[src/rtl/cmc_pkg.sv]
package cmc_pkg;
   typedef enum logic [1:0] {
      SEQ_IDLE = 2'd0,
      SEQ_HOLD = 2'd1,
      SEQ_WAIT = 2'd2
   } seq_state_e;
endpackage

[src/rtl/cmc_sync.sv]
module cmc_sync #(
   parameter int          WIDTH     = 2,
   parameter int          STAGES    = 2,
   parameter logic [WIDTH-1:0] RESET_VAL = '0
) (
   input  logic             clk,
   input  logic             rst_n,
   input  logic [WIDTH-1:0] d,
   output logic [WIDTH-1:0] q
);
   generate
      if (STAGES < 2) begin : g_bad_stages
         $error("cmc_sync needs at least two stages");
      end
   endgenerate

   logic [WIDTH-1:0] stg [STAGES];

   always_ff @(posedge clk or negedge rst_n) begin
      if (!rst_n) begin
         for (int k = 0; k < STAGES; k++) stg[k] <= RESET_VAL;
      end else begin
         stg[0] <= d;
         for (int k = 1; k < STAGES; k++) stg[k] <= stg[k-1];
      end
   end

   assign q = stg[STAGES-1];
endmodule

[src/rtl/cmc_pin_decode.sv]
module cmc_pin_decode #(
   parameter int N_OUT = 8
) (
   input  logic             pd_oe_s,
   input  logic             rst_s,
   input  logic             cfg_pin_is_oe,
   input  logic             cfg_clean_start,
   input  logic [N_OUT-1:0] cfg_oe_sens,
   output logic             pd_active,
   output logic             full_rst,
   output logic             clean_rst,
   output logic [N_OUT-1:0] oe_block
);
   always_comb begin
      pd_active = !cfg_pin_is_oe && !pd_oe_s;
      full_rst  = rst_s && !cfg_clean_start;
      clean_rst = rst_s && cfg_clean_start;
      oe_block  = (cfg_pin_is_oe && !pd_oe_s) ? cfg_oe_sens : '0;
   end
endmodule

[src/rtl/cmc_restart_seq.sv]
module cmc_restart_seq
   import cmc_pkg::*;
#(
   parameter int DLY_W = 8
) (
   input  logic             clk,
   input  logic             rst_n,
   input  logic             clean_en,
   input  logic             clean_rst,
   input  logic [DLY_W-1:0] lock_dly,
   output logic             hold
);
   seq_state_e       state;
   logic [DLY_W-1:0] cnt;

   always_ff @(posedge clk or negedge rst_n) begin
      if (!rst_n) begin
         state <= SEQ_IDLE;
         cnt   <= '0;
      end else if (!clean_en) begin
         state <= SEQ_IDLE;
         cnt   <= '0;
      end else begin
         case (state)
            SEQ_IDLE: if (clean_rst) state <= SEQ_HOLD;
            SEQ_HOLD: if (!clean_rst) begin
               state <= SEQ_WAIT;
               cnt   <= lock_dly;
            end
            SEQ_WAIT: begin
               if (clean_rst)       state <= SEQ_HOLD;
               else if (cnt == '0)  state <= SEQ_IDLE;
               else                 cnt   <= cnt - 1'b1;
            end
            default:  state <= SEQ_IDLE;
         endcase
      end
   end

   assign hold = clean_en && (clean_rst || state != SEQ_IDLE);

   // a running lock count is not cut short
   a_r10_wait_holds: assert property (@(posedge clk) disable iff (!rst_n)
      (clean_en && state == SEQ_WAIT && !clean_rst && cnt != '0) |=> state == SEQ_WAIT);
   // reset returning during the wait goes back to hold
   a_r12_rehold: assert property (@(posedge clk) disable iff (!rst_n)
      (clean_en && state == SEQ_WAIT && clean_rst) |=> state == SEQ_HOLD);
endmodule

[src/rtl/cmc_out_stage.sv]
module cmc_out_stage #(
   parameter int N_OUT = 8
) (
   input  logic             clk,
   input  logic             rst_n,
   input  logic             pd_active,
   input  logic             full_rst,
   input  logic             hold,
   input  logic             keep_alive,
   input  logic [N_OUT-1:0] oe_block,
   output logic             pll_en,
   output logic [N_OUT-1:0] out_en,
   output logic [N_OUT-1:0] out_force_low,
   output logic             cfg_restore,
   output logic             regs_retain
);
   logic kill_all;
   assign kill_all = pd_active || full_rst || hold;

   always_ff @(posedge clk or negedge rst_n) begin
      if (!rst_n) begin
         pll_en      <= 1'b0;
         cfg_restore <= 1'b0;
         regs_retain <= 1'b0;
      end else begin
         pll_en      <= !(pd_active || full_rst);
         cfg_restore <= full_rst || (pd_active && !keep_alive);
         regs_retain <= pd_active && keep_alive && !full_rst;
      end
   end

   for (genvar i = 0; i < N_OUT; i++) begin : g_lane
      always_ff @(posedge clk or negedge rst_n) begin
         if (!rst_n) begin
            out_en[i]        <= 1'b0;
            out_force_low[i] <= 1'b1;
         end else begin
            out_en[i]        <= !(kill_all || oe_block[i]);
            out_force_low[i] <= kill_all || oe_block[i];
         end
      end

      // a sensitive output is gated by the enable pin
      a_r6_oe_gate: assert property (@(posedge clk) disable iff (!rst_n)
         oe_block[i] |=> !out_en[i]);
   end

   // power-down stops PLLs and all outputs
   a_r3_pd_off: assert property (@(posedge clk) disable iff (!rst_n)
      pd_active |=> (!pll_en && out_en == '0));
   // keep-alive power-down retains registers
   a_r4_retain: assert property (@(posedge clk) disable iff (!rst_n)
      (pd_active && keep_alive && !full_rst) |=> (regs_retain && !cfg_restore));
   // full-restore reset requests defaults
   a_r8_restore: assert property (@(posedge clk) disable iff (!rst_n)
      full_rst |=> (cfg_restore && !pll_en && out_en == '0));
   // clean-start hold keeps every output off
   a_r9_hold_low: assert property (@(posedge clk) disable iff (!rst_n)
      hold |=> out_en == '0);
endmodule

[src/rtl/clk_mode_ctrl.sv]
module clk_mode_ctrl #(
   parameter int N_OUT       = 8,
   parameter int DLY_W       = 8,
   parameter int SYNC_STAGES = 2
) (
   input  logic             clk,
   input  logic             rst_n,
   input  logic             pd_oe_pin,
   input  logic             rst_pin,
   input  logic             cfg_pin_is_oe,
   input  logic             cfg_keep_alive,
   input  logic             cfg_clean_start,
   input  logic [N_OUT-1:0] cfg_oe_sens,
   input  logic [DLY_W-1:0] cfg_lock_dly,
   output logic             pll_en,
   output logic [N_OUT-1:0] out_en,
   output logic [N_OUT-1:0] out_force_low,
   output logic             cfg_restore,
   output logic             regs_retain
);
   localparam int PIN_W = 2;
   localparam logic [PIN_W-1:0] PIN_IDLE = 2'b01; // {rst inactive, pd pin high}

   generate
      if (N_OUT < 1 || N_OUT > 64) begin : g_bad_nout
         $error("clk_mode_ctrl: N_OUT out of range");
      end
      if (DLY_W < 1) begin : g_bad_dly
         $error("clk_mode_ctrl: DLY_W must be positive");
      end
   endgenerate

   logic [PIN_W-1:0] pins_s;
   logic             pd_active, full_rst, clean_rst, hold;
   logic [N_OUT-1:0] oe_block;

   cmc_sync #(.WIDTH(PIN_W), .STAGES(SYNC_STAGES), .RESET_VAL(PIN_IDLE)) u_sync (
      .clk   (clk),
      .rst_n (rst_n),
      .d     ({rst_pin, pd_oe_pin}),
      .q     (pins_s)
   );

   cmc_pin_decode #(.N_OUT(N_OUT)) u_decode (
      .pd_oe_s         (pins_s[0]),
      .rst_s           (pins_s[1]),
      .cfg_pin_is_oe   (cfg_pin_is_oe),
      .cfg_clean_start (cfg_clean_start),
      .cfg_oe_sens     (cfg_oe_sens),
      .pd_active       (pd_active),
      .full_rst        (full_rst),
      .clean_rst       (clean_rst),
      .oe_block        (oe_block)
   );

   cmc_restart_seq #(.DLY_W(DLY_W)) u_seq (
      .clk       (clk),
      .rst_n     (rst_n),
      .clean_en  (cfg_clean_start),
      .clean_rst (clean_rst),
      .lock_dly  (cfg_lock_dly),
      .hold      (hold)
   );

   cmc_out_stage #(.N_OUT(N_OUT)) u_out (
      .clk           (clk),
      .rst_n         (rst_n),
      .pd_active     (pd_active),
      .full_rst      (full_rst),
      .hold          (hold),
      .keep_alive    (cfg_keep_alive),
      .oe_block      (oe_block),
      .pll_en        (pll_en),
      .out_en        (out_en),
      .out_force_low (out_force_low),
      .cfg_restore   (cfg_restore),
      .regs_retain   (regs_retain)
   );
endmodule

[config.mk]
export PLATFORM = sky130hd
export DESIGN_NAME = clk_mode_ctrl
export DESIGN_NICKNAME = d
export VERILOG_FILES = /design/src/rtl/cmc_pkg.sv /design/src/rtl/cmc_sync.sv /design/src/rtl/cmc_pin_decode.sv /design/src/rtl/cmc_restart_seq.sv /design/src/rtl/cmc_out_stage.sv /design/src/rtl/clk_mode_ctrl.sv
export SDC_FILE = /design/constraint.sdc
export NUM_CORES = 1
export LEC_CHECK = 0
export ABC_AREA = 1
export BUFFER_PORTS_ARGS = -buffer_cell sky130_fd_sc_hd__buf_2
export CORE_ASPECT_RATIO = 1.4
export CORE_UTILIZATION = 40
export CTS_CLUSTER_DIAMETER = 100
export CTS_CLUSTER_SIZE = 16
export DETAILED_ROUTE_END_ITERATION = 8
export PLACE_DENSITY = 0.66
export RECOVER_POWER = 50
export SYNTH_ARGS = -nofsm -noshare
export SYNTH_HDL_FRONTEND = slang
export SYNTH_SLANG_ARGS = --single-unit
[constraint.sdc]
create_clock -name clk -period 1.34 [get_ports clk]
set_clock_uncertainty 0.15 [all_clocks]
set_input_delay 0.067 -clock clk [delete_from_list [all_inputs] [get_ports clk]]
set_output_delay 0.067 -clock clk [all_outputs]
set_load 0.02 [all_outputs]
==> results of run 1 <==
[worst max-delay path, cell delays in order, from the launching register on]
cell and delay, ns:
dfrtp_1 0.43, inv_2 0.09, nand2_4 0.06, nor2_4 0.15
nand3_2 0.10, nand3_4 0.10, nand2_4 0.09, nand2_2 0.08
nand2_2 0.04
[where the power goes]
group	total (mW)	internal [mW]	switching, mW
registers	1.10	1.07	0.0282
clock network	0.766	0.417	0.349
logic	0.504	0.218	0.286
[final cells by class]
cell class | count | area (um^2) | share of cell area
flip-flops and latches | 33 | 840 | 0.358
multi-input cells | 104 | 689 | 0.294
repair buffers | 84 | 584 | 0.249
inverters | 23 | 88.8 | 0.0379
clock buffers | 7 | 86.3 | 0.0368
well taps | 40 | 50.0 | 0.0213
clock inverters | 1 | 7.51 | 0.00320
[synth_stat cells, types with 2 or more instances]
cell     instances  area (um^2)
nand3_2          3         30.0
a21oi_2          8         70.1
o21ai_0          5         25.0
dfstp_2         10          263
dfrtp_1         23          576
inv_1           17         63.8
nor2_2           3         18.8
nand2_2          2         12.5
o21ai_1          2         10.0
nand3_1          9         45.0
nor2_1          12         45.0
inv_2            6         22.5
nand2_1         47          176
ha_1             2         25.0
[registers in the layout, summed over array words and instances (netlist names)]
register	count
u_out.out_en	8
u_out.out_force_low	8
u_seq.cnt	8
u_seq.state	2
u_sync.q	2
u_sync.stg	2
u_out.cfg_restore	1
u_out.pll_en	1
u_out.regs_retain	1
[logic make-up after synthesis]
family          after synthesis  share of synthesized area
flops                        33                      0.561
simple gates                 81                      0.260
buf+inv                      24                     0.0611
compound gates               19                     0.0955
fa+ha+maj                     2                     0.0167
xor+xnor                      1                    0.00586
[through the flow]
| stage | hold WS, ns | setup slack (ns) | utilization | power [mW] | TNS (ns) |
|---|---|---|---|---|---|
| 2_1_floorplan | -0.379 | 0.0636 | - | 1.34 | 0 |
| 3_3_place_gp | -0.114 | -0.0308 | 0.536 | 1.51 | -0.215 |
| 3_5_place_dp | -0.115 | -0.0733 | 0.536 | 1.51 | -0.910 |
| 4_1_cts | 0.00863 | -0.0351 | 0.651 | 2.36 | -0.168 |
| 5_1_grt | 0.0736 | -0.123 | 0.676 | 2.48 | -1.38 |
| 6_report | 0.0564 | -0.0697 | 0.676 | 2.37 | -0.396 |
[final timing paths]
path,from,cells after the start,to
worst max-delay path,u_seq.cnt[4],8,u_seq.cnt[7]
worst min-delay path,cfg_pin_is_oe,5,u_out.cfg_restore
worst max register to register,u_seq.cnt[4],8,u_seq.cnt[7]
worst min register to register,u_sync.stg[3],0,u_sync.q[1]
max in group asynchronous,rst_n,3,u_seq.state[1]
min in group asynchronous,rst_n,3,u_sync.q[1]
[metal layers]
layer  global-route usage  wire, um
met4               0.0673        50
met2                0.378      1960
met1                0.208      1430
met3               0.0675       236
met5                    0         0
[timing repair]
item,in CTS,in global routing
pin swaps,8,7
hold endpoints to repair,63,0
hold buffers,22,0
buffers inserted,4,3
cloned,1,0
gates resized for setup,16,22
setup endpoints to repair,24,25
==> summary.md, run 1 <==
| Metric | Value |
|---|---|
| Worst-path clk slew | 0.07 ns |
| Share of layout cells above drive strength 1 | 0.504 |
| CTS Buf Count | 5 |
| Post-synth EDFFs | 0 |
| All-layer global routing usage | 0.204 |
| Syn-to-layout area delta | 57.0% |
| Critical path endpoint category | flip-flop |
| Final Max Tran Viols | 0 |
| Synthesized area | 0.00149 mm^2 |
| Slew HR | 0.474 |
| Post-synthesis cell type count | 25 |
| Diode count | 0 |
| CTS tree | done |
| Antenna violations before repair | 0 |
| Pwr Density | 1010 mW/mm^2 |
| CTS root buffer | clkbuf_8 |
| CP Class | flip-flop to flip-flop |
| Placement Cell Area | 0.00186 mm^2 |
| Global-route wire length before repair | 5790 um |
| Slew @ Worst Pin | 0.789 ns |
| Chip width | 53.7 um |
| Fraction of registers with async set/reset | 1.00 |
| # setup viols final | 9 |
| Vias in the first global route | 1402 |
| Final ANT Viol Nets | 0 |
| Syn avg cell area | 9.34 um^2 |
| Vias | 1379 |
| Post-Syn Nets | 185 |
| Yosys reg bits | 33 |
| Fin area | 0.00235 mm^2 |
| Rows | 25 |
| Failing checks | setup timing |
| Worst hold path class | primary input to flip-flop |
| Layout Cells excl Fill | 292 |
| P_leak | 1.17 nW |
| HPWL after detailed placement | 2340 um |
| H-tree Lvls | 2 |
| Drt via density | 4.72 |
| CP Data Required Time | 1.36 ns |
| Remaining Overflow, GRT | 0 |
| Synth warnings | 0 |
| Final worst slack | -0.0697 ns |
| Worst setup SP type | flip-flop |
| Initial DRC count | 18 |
| Synth Instances | 160 |
| Pre-Repair DR Iteration Count | 4 |
| DRC violations left | 0 |
| Die area | 0.00399 mm^2 |
| Tmin final | 1.41 ns |
| Largest net degree at the start of global routing | 34 |
| Wirelength, routed | 3680 um |
| RSZ-0062 raised after global routing | yes |
| Top-Level Pins | 42 |
| Initial Utilization | 0.430 |
| Final layout net count | 276 |
| Clk sink count | 33 |
| Filler cell count | 272 |
| Worst-Skew Late Latency | 0.28 ns |
| MaxCap Viol Count | 0 |
| # placed instances | 254 |
| Post-synthesis sequential area ratio | 0.561 |
| Die Ht | 74.3 um |
| Worst VDD drop | 0.841 mV |
| PortBufs | 41 |
| Core ar. | 0.00347 mm^2 |
| Gpl congestion | 0.767 |
| Status | finished with violations |
| CTS Buffer Depth | 2 |
| Tcrit/Tclk final | 1.05 |
| CP arrival | 1.43 ns |
| Most common cell after layout, fill and taps aside | buf_2 |
| Maximum clock frequency | 709 MHz |
| FF-to-FF setup slack | -0.07 ns |
| Most frequent cells in the layout | 41 x buf_2, 39 x nand2_1, 22 x dlygate4sd3_1, 22 x dfrtp_1, 19 x buf_4 |
| Hold Vio Cnt, Final | 0 |
| Worst Path Max Fanout | 5 |
| Primary FF master, synth | dfrtp_1 |
| Wire per inst | 12.6 um |
No activity file was read; power rests on OpenSTA's default activity.
==> run 2, diff against run 1 <==
Settings changed: CTS_BUF_LIST from default to sky130_fd_sc_hd__clkbuf_8, PLACE_DENSITY 0.66 to default, SKIP_CTS_REPAIR_TIMING from default to 1.
Clock period 1.34 ns to 1.4 ns, I/O delays scaled along.
==> summary.md, run 2 (synthesis gave the netlist of run 1 again) <==
| Metric | Value |
|---|---|
| CTS Buf Count | 5 |
| # setup viols final | 0 |
| Critical path endpoint category | flip-flop |
| TNS Setup | 0 ns |
| Hold Vio Cnt, Final | 2 |
| CP arrival | 1.42 ns |
| Rows | 25 |
| Syn-to-layout area delta | 51.0% |
| Status | finished with violations |
| CP Class | flip-flop to flip-flop |
| PortBufs | 41 |
| Critical Path Source | u_seq.cnt[3] |
| Post-Route Utilization | 0.650 |
| CTS Buffer Depth | 2 |
| Pre-Repair DR Iteration Count | 4 |
| Drt via density | 4.82 |
| Final ANT Viol Nets | 0 |
| Filler cell count | 279 |
| Largest regs | u_out.out_en (8), u_out.out_force_low (8), u_seq.cnt (8) |
| Worst hold start | cfg_clean_start |
| Global-route wire length before repair | 5060 um |
| Final layout net count | 263 |
| Slew HR | 0.470 |
| Diode count | 0 |
| MaxCap Viol Count | 0 |
| CTS tree | done |
| Clk sink count | 33 |
| Die area | 0.00399 mm^2 |
| Worst VDD drop | 0.815 mV |
| Worst Path Max Fanout | 5 |
| Remaining Overflow, GRT | 0 |
| Total power | 2.44 mW |
| Worst hold path class | primary input to flip-flop |
| H-tree Lvls | 2 |
| Final Max Tran Viols | 0 |
| Slew @ Worst Pin | 0.795 ns |
| Worst setup SP type | flip-flop |
| Gpl congestion | 0.803 |
| Pwr Density | 1080 mW/mm^2 |
| DRC violations left | 0 |
| Chip width | 53.7 um |
| All-layer global routing usage | 0.178 |
| Worst-path clk slew | 0.07 ns |
| Worst-Skew Late Latency | 0.28 ns |
| Core ar. | 0.00347 mm^2 |
| Initial DRC count | 29 |
| HPWL after detailed placement | 2240 um |
| P_leak | 1.12 nW |
| Failing checks | hold timing |
| Most common cell after layout, fill and taps aside | buf_2 |
| Antenna violations before repair | 0 |
| Tcrit/Tclk final | 0.992 |
| Smallest hold slack | -0.0244 ns |
| Wirelength, routed | 3480 um |
| Vias | 1346 |
| Maximum clock frequency | 720 MHz |
| Share of layout cells above drive strength 1 | 0.502 |
| Vias in the first global route | 1228 |
| RSZ-0062 raised after global routing | yes |
| Most frequent cells in the layout | 41 x buf_2, 38 x nand2_1, 21 x dlygate4sd3_1, 21 x dfrtp_1 |
| Final worst slack | 0.0115 ns |
| Initial Utilization | 0.430 |
| Setup Slack @ Placement | -0.0123 ns |
| CTS root buffer | clkbuf_8 |
| Wire per inst | 12.5 um |
| Die Ht | 74.3 um |
| Top-Level Pins | 42 |
| Largest net degree at the start of global routing | 34 |
| CP Data Required Time | 1.43 ns |
| Critical R2R Launch | u_seq.cnt[3] |
| Tmin final | 1.39 ns |
run 2: cell count changes in the layout (fill, tap and decap cells not counted), sizes merged:
cell	before	now
clkbuf	8	7
dlygate4sd3	22	21
buf	61	49
bufinv	0	1
run 2: metal layers:
| layer | share of wire | up-vias | track usage | wire length [um] |
|---|---|---|---|---|
| li1 | - | 656 | - | - |
| met1 | 0.39 | 630 | 0.195 | 1370 |
| met2 | 0.52 | 48 | 0.306 | 1810 |
| met3 | 0.056 | 12 | 0.0593 | 195 |
| met4 | 0.028 | 0 | 0.0760 | 97 |
| met5 | 0 | - | 0 | 0 |
run 2: final timing paths:
check                          endpoint  slack, ns  cells past startpoint
min reg2reg                 u_sync.q[1]       0.20                      0
max reg2reg                u_seq.cnt[5]       0.01                      8
min in group asynchronous  u_seq.cnt[7]       0.33                      3
max                        u_seq.cnt[5]       0.01                      8
max in group asynchronous  u_seq.cnt[2]       0.22                      3
min                        u_out.pll_en      -0.02                      3
run 2: area by class of cell:
class	instances	area [um^2]	share of cell area
Clock buffer	6	82.6	0.0366
Clock inverter	2	37.5	0.0166
Inverter	23	88.8	0.0394
Multi-Input combinational cell	104	676	0.300
Sequential cell	33	841	0.373
Tap cell	40	50.0	0.0222
Timing Repair Buffer	71	480	0.213
run 2: stage by stage:
| stage | cells | area (um^2) |
|---|---|---|
| global placement | 246 | 1790 |
| CTS | 254 | 1910 |
| global route | 279 | 2260 |
| finish | 279 | 2260 |
| floorplan | 160 | 1490 |
| detailed placement | 246 | 1790 |
run 2: report_power, final:
part           switching [mW]  total, mW  internal [mW]
Combinational           0.261      0.446          0.185
Clock                   0.356      0.934          0.578
Sequential             0.0292       1.06           1.03
run 2: critical path, stage by stage, from the launching register on:
cell and delay [ns]:
dfrtp_1 0.43, inv_2 0.08, nand2_2 0.08, nor2_4 0.12, nand3_2 0.10, nand3_4 0.10
nand2_4 0.09, nand2_2 0.09, nand2_1 0.04
==> run 3, diff against run 2 <==
Settings changed: ABC_AREA 1 to 0.
==> summary.md, run 3 <==
| Metric | Value |
|---|---|
| Worst VDD drop | 0.827 mV |
| Total power | 2.30 mW |
| Vias | 1267 |
| Maximum clock frequency | 592 MHz |
| CP arrival | 1.75 ns |
| Initial DRC count | 30 |
| Peak per-stage delay on the critical path | 0.38 ns |
| Final Max Tran Viols | 0 |
| CP Cell Sequence | inv_2 > ha_4 > nor4bb_4 > a211o_4 > o31a_1 > a21oi_2 |
| Syn-to-layout area delta | 53.1% |
| Failing checks | hold timing, setup timing |
| Initial Utilization | 0.417 |
| Post-synthesis sequential area ratio | 0.596 |
| Share of layout cells above drive strength 1 | 0.476 |
| Die Ht | 72.2 um |
| Global-route wire length before repair | 5290 um |
| Worst hold start | cfg_pin_is_oe |
| Tcrit/Tclk final | 1.21 |
| CTS Buffer Depth | 2 |
| P_leak | 1.03 nW |
| Synth Instances | 130 |
| Synth warnings | 0 |
| Slew @ Worst Pin | 0.810 ns |
| Most area-consuming cells after synthesis | dfrtp_1 41%, dfstp_2 19%, a21oi_1 7.5%, a21o_1 6.9%, nand2_1 2.9% |
| Antenna violations before repair | 0 |
| Commonest cells in the netlist | 23 x dfrtp_1, 21 x a21oi_1, 13 x a21o_1 |
| Adder-cell share of the synthesized area | 0.0178 |
| CP Class | flip-flop to flip-flop |
| Slew HR | 0.460 |
| Most frequent cells in the layout | 41 x buf_2, 23 x dfrtp_1, 22 x buf_4, 16 x a21oi_1, 14 x dlygate4sd3_1 |
| Smallest hold slack | -0.0183 ns |
| Remaining Overflow, GRT | 0 |
| Worst hold path class | primary input to flip-flop |
| Hold Path End | u_out.regs_retain |
| TNS Setup | -1.90 ns |
| Worst Path Max Fanout | 8 |
| Post-Syn Nets | 155 |
| Yosys reg bits | 33 |
| Compound-cell area share of the yosys netlist | 0.220 |
| All-layer global routing usage | 0.196 |
| Fraction of registers with async set/reset | 1.00 |
| Xor/xnor share of the synthesized area | 0.00622 |
| Mux cell area share after synthesis | 0 |
| CTS Buf Count | 5 |
| Worst-Skew Late Latency | 0.28 ns |
| Largest net degree at the start of global routing | 34 |
| Post-synthesis cell type count | 30 |
| CTS root buffer | clkbuf_8 |
| Critical Path Source | u_seq.cnt[0] |
| MaxCap Viol Count | 0 |
| Count leader, synth | dfrtp_1 |
| Vias in the first global route | 1235 |
| Placement Cell Area | 0.00180 mm^2 |
| Yosys top cell by area | dfrtp_1 |
| Most common cell after layout, fill and taps aside | buf_2 |
| Wire per inst | 13.7 um |
| Primary FF master, synth | dfrtp_1 |
| Rows | 25 |
| Status | finished with violations |
| RSZ-0062 raised after global routing | yes |
| Simple-gate share of the synthesized area | 0.126 |
| Pwr Density | 1070 mW/mm^2 |
| Setup Slack @ Placement | -0.355 ns |
| Top-Level Pins | 42 |
| Gpl congestion | 0.763 |
| Chip width | 52.1 um |
| Critical R2R Launch | u_seq.cnt[0] |
| CP Data Required Time | 1.46 ns |
| Final worst slack | -0.288 ns |
| CP max stage cell | a211o_4 |
| PortBufs | 41 |
| Clk sink count | 33 |
| Worst setup SP type | flip-flop |
| Post-synth EDFFs | 0 |
| HPWL after detailed placement | 2360 um |
| Syn avg cell area | 10.8 um^2 |
| Largest family of logic cells by synthesized area | compound AO/OA/AOI/OAI gates |
| Synthesized area | 0.00141 mm^2 |
| Worst-path clk slew | 0.07 ns |
| FF-to-FF setup slack | -0.29 ns |
| Final layout net count | 236 |
| Critical path endpoint category | flip-flop |
| Tmin final | 1.69 ns |
| R2R depth | 6 |
| CTS tree | done |
| Cell count of the worst hold path | 3 |
| Top cell type's share of synthesized area | 0.409 |
| Post-Route Utilization | 0.638 |
| Die area | 0.00376 mm^2 |
| Core ar. | 0.00338 mm^2 |
| DRC violations left | 0 |
| Wirelength, routed | 3460 um |
| Final ANT Viol Nets | 0 |
| Capture point of the worst reg-to-reg path | u_seq.cnt[0] |
| H-tree Lvls | 2 |
| Hold Vio Cnt, Final | 5 |
| Largest regs | u_out.out_en (8), u_out.out_force_low (8), u_seq.cnt (8) |
| Fin area | 0.00215 mm^2 |
| Drt via density | 5.03 |
| Diode count | 0 |
| Pre-Repair DR Iteration Count | 5 |
| # setup viols final | 9 |
-- run 3: worst max-delay path by stage --
| stage | endpoint | cells past startpoint |
|---|---|---|
| 3_5_place_dp | u_seq.cnt[4] | 6 |
| 5_1_grt | u_seq.cnt[0] | 6 |
| 3_3_place_gp | u_seq.cnt[0] | 6 |
| 2_1_floorplan | u_seq.cnt[7] | 7 |
| 4_1_cts | u_seq.cnt[4] | 6 |
| 6_report | u_seq.cnt[0] | 6 |
-- run 3: worst max-delay path: cells and delay by family, from the launching register on --
family	cells	cell delay, ns
AOI/OAI and AO/OA	3	0.75
buffers and inverters	1	0.06
adders and majority gates	1	0.15
and+or+nand+nor	1	0.15
DFF	1	0.36
-- run 3: kinds of logic (layout without fill, tap and decap cells) --
group,after synthesis,count (layout)
xor gates and xnor gates,1,1
DFF,33,33
AOI/OAI and AO/OA,48,49
buffers and inverters,11,92
and+or+nand+nor,35,35
adders and majority gates,2,2
-- run 3: area by class of cell --
class	count	area [um^2]
multi-input cells	87	612
repair buffers	80	538
inverters	4	15.0
clock buffers	7	96.3
fillers	302	1220
clock inverters	1	5.00
well taps	40	50.0
flip-flops and latches	33	838
-- run 3: through the flow --
step,cells,hold slack [ns]
floorplan,130,-0.376
global placement,227,-0.0408
detailed placement,227,-0.0247
CTS,235,-0.330
global route,252,0.000808
finish,252,-0.0183
-- run 3: power breakdown --
| part | leakage [nW] | total (mW) | internal [mW] | switching, mW |
|---|---|---|---|---|
| registers | 0.405 | 1.06 | 1.03 | 0.0256 |
| logic | 0.575 | 0.474 | 0.223 | 0.250 |
| clock network | 0.0542 | 0.775 | 0.444 | 0.331 |
| total | 1.03 | 2.30 | 1.70 | 0.607 |
-- run 3: per-layer routing --
layer | GRT usage | up-vias | share of wire
met4 | 0.0877 | 0 | 0.018
met1 | 0.200 | 597 | 0.38
met3 | 0.0608 | 7 | 0.059
met2 | 0.355 | 44 | 0.54
li1 | - | 619 | -
met5 | 0 | - | 0
